[config.mk]
export PLATFORM = sky130hd
export DESIGN_NAME = cpu_clk_prescaler
export DESIGN_NICKNAME = d
export VERILOG_FILES = /design/src/rtl/cpu_presc_pkg.sv /design/src/rtl/cpu_presc_ctrl.sv /design/src/rtl/cpu_presc_dpath.sv /design/src/rtl/cpu_clk_prescaler.sv
export SDC_FILE = /design/constraint.sdc
export NUM_CORES = 1
export LEC_CHECK = 0
export BUFFER_PORTS_ARGS = -buffer_cell sky130_fd_sc_hd__buf_2
export CAP_MARGIN = 20
export CORE_UTILIZATION = 25
export DETAILED_ROUTE_END_ITERATION = 12
export GPL_TIMING_DRIVEN = 0
export PLACE_DENSITY = 0.39
export SYNTH_ARGS = -nofsm -noshare
export SYNTH_HDL_FRONTEND = slang
export SYNTH_SLANG_ARGS = --single-unit
[constraint.sdc]
create_clock -name clk -period 4.95 [get_ports clk]
set_clock_uncertainty 0.15 [all_clocks]
set_input_delay 0.7425 -clock clk [delete_from_list [all_inputs] [get_ports clk]]
set_output_delay 0.7425 -clock clk [all_outputs]
set_load 0.02 [all_outputs]
[src/rtl/cpu_presc_pkg.sv]
package cpu_presc_pkg;

  // Width of a period exponent; bounds the phase counter to 2**LOG_W - 1 bits.
  localparam int LOG_W  = 3;
  localparam int TICK_N = 1 << LOG_W;

  typedef logic [LOG_W-1:0] rate_log2_t;

  // Strobes handed from control to datapath.
  typedef struct packed {
    rate_log2_t divLog2;  // active period exponent
    logic       outGate;  // clock output may run this cycle
    logic       muxReq;   // pin owned by clock output
  } presc_strobe_t;

  localparam rate_log2_t NORMAL_LOG2    = 3'd1;
  localparam rate_log2_t SLOW_BASE_LOG2 = 3'd2;

  // Slow codes are bit-reversed: 00->/4, 10->/8, 01->/16, 11->/32.
  function automatic rate_log2_t decodeRate(input logic slowSel, input logic [1:0] rateCode);
    rate_log2_t r;
    if (!slowSel) r = NORMAL_LOG2;
    else          r = SLOW_BASE_LOG2 + {1'b0, rateCode[0], rateCode[1]};
    return r;
  endfunction

endpackage

[src/rtl/cpu_presc_ctrl.sv]
module cpu_presc_ctrl
  import cpu_presc_pkg::*;
#(
  parameter int CNT_W = 5
) (
  input  logic              clk,
  input  logic              rstN,
  input  logic              slowSel,
  input  logic [1:0]        rateCode,
  input  logic              clkOutEn,
  input  logic              haltActive,
  input  logic [TICK_N-1:0] tickVec,
  output presc_strobe_t     strobe
);

  localparam rate_log2_t MAX_LOG2 = rate_log2_t'(CNT_W);

  rate_log2_t reqLog2Raw;
  rate_log2_t reqLog2;
  rate_log2_t activeLog2;
  rate_log2_t spanLog2;
  logic       atBoundary;

  always_comb begin
    reqLog2Raw = decodeRate(slowSel, rateCode);
    reqLog2    = (reqLog2Raw > MAX_LOG2) ? MAX_LOG2 : reqLog2Raw;
    // Switch only where both the old and the new period end together.
    spanLog2   = (reqLog2 > activeLog2) ? reqLog2 : activeLog2;
    atBoundary = tickVec[spanLog2];
  end

  always_ff @(posedge clk or negedge rstN) begin
    if (!rstN) begin
      activeLog2 <= NORMAL_LOG2;
    end else if (atBoundary && (reqLog2 != activeLog2)) begin
      activeLog2 <= reqLog2;
    end
  end

  assign strobe = '{divLog2: activeLog2,
                    outGate: clkOutEn & ~haltActive,
                    muxReq:  clkOutEn};

  // a new period is adopted only on a cycle that also ended a new-period interval.
  p_switch_on_tick_r5: assert property (@(posedge clk) disable iff (!rstN)
    (activeLog2 != $past(activeLog2)) |-> $past(tickVec[activeLog2]));

endmodule

[src/rtl/cpu_presc_dpath.sv]
module cpu_presc_dpath
  import cpu_presc_pkg::*;
#(
  parameter int CNT_W = 5
) (
  input  logic              clk,
  input  logic              rstN,
  input  presc_strobe_t     strobe,
  output logic [TICK_N-1:0] tickVec,
  output logic              cpuEn,
  output logic              clkOut,
  output logic              pinMuxSel
);

  localparam logic [CNT_W-1:0] CNT_ONE = {{(CNT_W-1){1'b0}}, 1'b1};

  logic [CNT_W-1:0] phaseCnt;

  always_ff @(posedge clk or negedge rstN) begin
    if (!rstN) phaseCnt <= '0;
    else       phaseCnt <= phaseCnt + CNT_ONE;
  end

  // tickVec[k] marks the last cycle of a 2**k period on the shared counter.
  for (genvar i = 0; i < TICK_N; i++) begin : g_tick
    if (i == 0) begin : g_always
      assign tickVec[i] = 1'b1;
    end else if (i <= CNT_W) begin : g_cmp
      assign tickVec[i] = &phaseCnt[i-1:0];
    end else begin : g_clamp
      assign tickVec[i] = &phaseCnt;
    end
  end

  assign cpuEn = tickVec[strobe.divLog2];

  always_ff @(posedge clk or negedge rstN) begin
    if (!rstN) begin
      clkOut    <= 1'b0;
      pinMuxSel <= 1'b0;
    end else begin
      clkOut    <= strobe.outGate ? ~phaseCnt[0] : 1'b0;
      pinMuxSel <= strobe.muxReq;
    end
  end

  // enable pulses never occur on adjacent cycles.
  p_min_gap_r2: assert property (@(posedge clk) disable iff (!rstN)
    cpuEn |=> !cpuEn);

  // with the output gated on for two edges, it toggles.
  p_toggle_r6: assert property (@(posedge clk) disable iff (!rstN)
    ($past(strobe.outGate) && $past(strobe.outGate, 2)) |-> (clkOut != $past(clkOut)));

endmodule

[src/rtl/cpu_clk_prescaler.sv]
module cpu_clk_prescaler
  import cpu_presc_pkg::*;
#(
  parameter int CNT_W = 5
) (
  input  logic       clk,
  input  logic       rstN,
  input  logic       slowSel,
  input  logic [1:0] rateCode,
  input  logic       clkOutEn,
  input  logic       haltActive,
  output logic       cpuEn,
  output logic       clkOut,
  output logic       pinMuxSel
);

  presc_strobe_t     strobe;
  logic [TICK_N-1:0] tickVec;

  cpu_presc_ctrl #(.CNT_W(CNT_W)) ctrl_i (
    .clk       (clk),
    .rstN      (rstN),
    .slowSel   (slowSel),
    .rateCode  (rateCode),
    .clkOutEn  (clkOutEn),
    .haltActive(haltActive),
    .tickVec   (tickVec),
    .strobe    (strobe)
  );

  cpu_presc_dpath #(.CNT_W(CNT_W)) dpath_i (
    .clk      (clk),
    .rstN     (rstN),
    .strobe   (strobe),
    .tickVec  (tickVec),
    .cpuEn    (cpuEn),
    .clkOut   (clkOut),
    .pinMuxSel(pinMuxSel)
  );

  // active-halt silences the clock output on the next cycle.
  p_halt_quiet_r7: assert property (@(posedge clk) disable iff (!rstN)
    haltActive |=> !clkOut);

  // the pin-mux select tracks the enable bit one edge late.
  p_mux_track_r8: assert property (@(posedge clk) disable iff (!rstN)
    1'b1 |=> (pinMuxSel == $past(clkOutEn)));

endmodule

==> metrics.md <==
| Metric | Value |
|---|---|
| Initial DRC count | `17` |
| ANT nets after route | `0` |
| Via density | `4.973` |
| Mapped Cells | `92` |
| Critical path buffers and inverters | `2` |
| Chip Height | `a little over 60 µm` |
| Post-synth top flop | `dfrtp_1` |
| Seq/Total Area, Yosys | `0.2947` |
| Worst-margin pin slew | `~490 ps` |
| Most common cell after layout, fill and taps aside | `buf_2` |
| Nets@finish | `118` |
| Hold_ws | `178.0 ps` |
| Critical path launch point type | `input port` |
| Leak pwr | `~0.43 nW` |
| Worst-case reg-to-reg path depth | `9` |
| Final setup violation count | `0` |
| CP max stage cell | `mux2_1` |
| Total track usage | `0.1226` |
| Area delta synth->final | `15.98%` |
| Post-Syn Area | `853.3 µm²` |
| Max_cap viols | `0` |
| CP arrival | `3030 ps` |
| Initial antenna violation count | `0` |
| Hold buffers post-CTS | `0` |
| Die area | `3651 µm²` |
| Ratio of cells with drive above 1 in the final layout | `0.2476` |
| Final hold vios | `0` |
| # resized after CTS | `0` |
| Worst Setup End Kind | `flop` |
| Setup ws final | `about 2000 ps` |
| Row Count | `20` |
| Reg2reg setup slack | `2170 ps` |
| Routed len/inst | `12.52 µm` |
| Yosys reg bits | `10` |
| DR DRC count | `0` |
| Slew headroom | `0.6718` |
| Async S/R FF share, synth | `1.000` |
| CTS sink cnt | `10` |
| Status | `finished, final reports clean` |
| Max Clk Rate | `333.9 MHz` |
| Crit-path most repeated cell | `mux2_1` |
| Initial DRT Pass Iterations | `4` |
| Worst R2R End | `ctrl_i.activeLog2[0]$_DFFE_PN1P_` |
| Critical Path RT | `4980 ps` |
| TritonCTS Buffers | `3` |
| Peak supply drop | `200.5 µV` |
| Place WS | `about 1700 ps` |
| Effective utilization at floorplan | `0.2706` |
| Netlist cell types | `39` |
| EDFF count, synth | `0` |
| Largest net degree at the start of global routing | `11` |
| Seq. cell area | `251.5 µm²` |
| Clk pin slew, worst setup/hold paths | `60 ps` |
| GR Overflow Total | `0` |
| Final non-filler cell total | `149` |
| Path category of the worst min-delay check | `input port to async pin` |
| Slew Limit Fails | `0` |
| Layout Utilization | `0.3139` |
| Core ar. | `~3200 µm²` |
| Kind of critical path | `input port to flop` |
| TritonCTS clock tree | `yes` |
| CTS Root Cell | `clkbuf_4` |
| CTS max path bufs | `2` |
| CP top delay family | `multiplexers` |
| Slowest stage delay, CP | `370 ps` |
| Post-Syn Area per Cell | `9.275 µm²` |
| First-pass GRT wire length | `roughly 3300 µm` |
| RSZ-0062 raised after global routing | `no` |
| Area taken by multi-input logic gates | `568.0 µm²` |
| RD Place Congestion | `~0.75` |
| Most frequent cells in the layout | `buf_2, dfrtp_1, nand3_1` |
| DP Wirelength | `1512 µm` |
| Min Clock Period, post-route | `2995 ps` |
| Vias in the first global route | `707` |
| Die Width | `~60 µm` |
| CP Max Fanout | `5` |
| Final period util | `0.6050` |
| Critical-path cell list | `buf_2 > nand2b_1 > inv_1 > ha_1 > or3_1 > a32oi_2 > mux2_1 > a21oi_2 > o31ai_2 > mux2_1` |
| Synthesized Nets | `104` |
| Post-Route WL | `1865 µm` |
| Vias after detailed routing | `approximately 740` |
| # diodes | `0` |
| Pwr dens | `around 450 nW/µm²` |
| Warnings from Yosys | `0` |
| CTS HTree Levels | `1` |
| Placed insts | `145` |
| Setup TNS | `0 ps` |
| Clk_lat worst skew | `260 ps` |
| Filler cell count in the final layout | `358` |
| IO Pins | `10` |
| Post CTS Setup Buffer Count | `0` |
| Buffers on Ports | `9` |
| Reg-to-Reg Start | `ctrl_i.activeLog2[1]$_DFFE_PN0P_` |
## metrics by stage
step           power [mW]  area (µm²)
2_1_floorplan      0.3183       853.3
3_3_place_gp       0.3724       953.4
3_5_place_dp       0.3721       953.4
4_1_cts            0.4463       989.7
5_1_grt            0.4828       989.7
6_report           0.4406       989.7
## registers in the layout, indices dropped and copies added (netlist names)
| name | flops |
|---|---|
| dpath_i.phaseCnt | 5 |
| ctrl_i.activeLog2 | 3 |
| dpath_i.clkOut | 1 |
| dpath_i.pinMuxSel | 1 |
## power by group
part | total (mW) | switching [mW] | internal, mW
Sequential | 0.107 | 0.0117 | 0.0956
Clock | 0.0714 | 0.0268 | 0.0446
Combinational | 0.262 | 0.153 | 0.109
## per-layer routing
metal / global-route usage / share of wire / vias to the layer above
met2: 0.1837 / 0.46 / 11
li1: - / - / 377
met3: 0.03198 / 0.025 / 2
met5: 0 / 0 / -
met4: 0.01948 / 0.0070 / 0
met1: 0.1797 / 0.50 / 351
## synth_stat cells (2+ instances only)
| master | instances | area share |
|---|---|---|
| nand4_1 | 3 | 0.022 |
| inv_1 | 5 | 0.022 |
| buf_2 | 3 | 0.018 |
| dfrtp_1 | 9 | 0.26 |
| nor3_1 | 4 | 0.023 |
| o211ai_1 | 3 | 0.026 |
| or3b_1 | 2 | 0.021 |
| nand2b_1 | 2 | 0.015 |
| mux2i_1 | 3 | 0.035 |
| nand3_1 | 6 | 0.035 |
| o21ai_0 | 4 | 0.023 |
| nor2_1 | 3 | 0.013 |
| nand3b_1 | 2 | 0.018 |
| xnor2_1 | 2 | 0.021 |
| a21oi_1 | 4 | 0.023 |
| and2_1 | 2 | 0.015 |
| and3_1 | 3 | 0.022 |
| nand2_1 | 4 | 0.018 |
| o22a_1 | 2 | 0.021 |
| ha_1 | 5 | 0.073 |
| o31ai_4 | 2 | 0.050 |
| mux2_1 | 2 | 0.026 |
## worst max path at each step
stage	to	cells after the start	slack (ps)	from
finish	ctrl_i.activeLog2[0]$_DFFE_PN1P_	10	1960	slowSel
global route	ctrl_i.activeLog2[0]$_DFFE_PN1P_	10	1850	slowSel
CTS	ctrl_i.activeLog2[0]$_DFFE_PN1P_	10	1970	slowSel
detailed placement	ctrl_i.activeLog2[0]$_DFFE_PN1P_	10	1690	slowSel
global placement	ctrl_i.activeLog2[0]$_DFFE_PN1P_	10	1670	slowSel
floorplan	ctrl_i.activeLog2[0]$_DFFE_PN1P_	9	2020	rateCode[0]
## cell families after synthesis
group	synth area share
AOI/OAI and AO/OA	0.2449
DFF	0.2947
and+or+nand+nor	0.2654
muxes	0.06158
adders and majority gates	0.07331
buffers and inverters	0.03959
xor gates and xnor gates	0.02053
## layout make-up
cell class	count	share of cell area
Multi-Input combinational cell	74	0.5740
Sequential cell	10	0.2541
Tap cell	44	0.05563
Timing Repair Buffer	9	0.04551
Clock buffer	4	0.03666
Inverter	5	0.01896
Buffer	3	0.01517
Power figures use the tool's default switching activity.
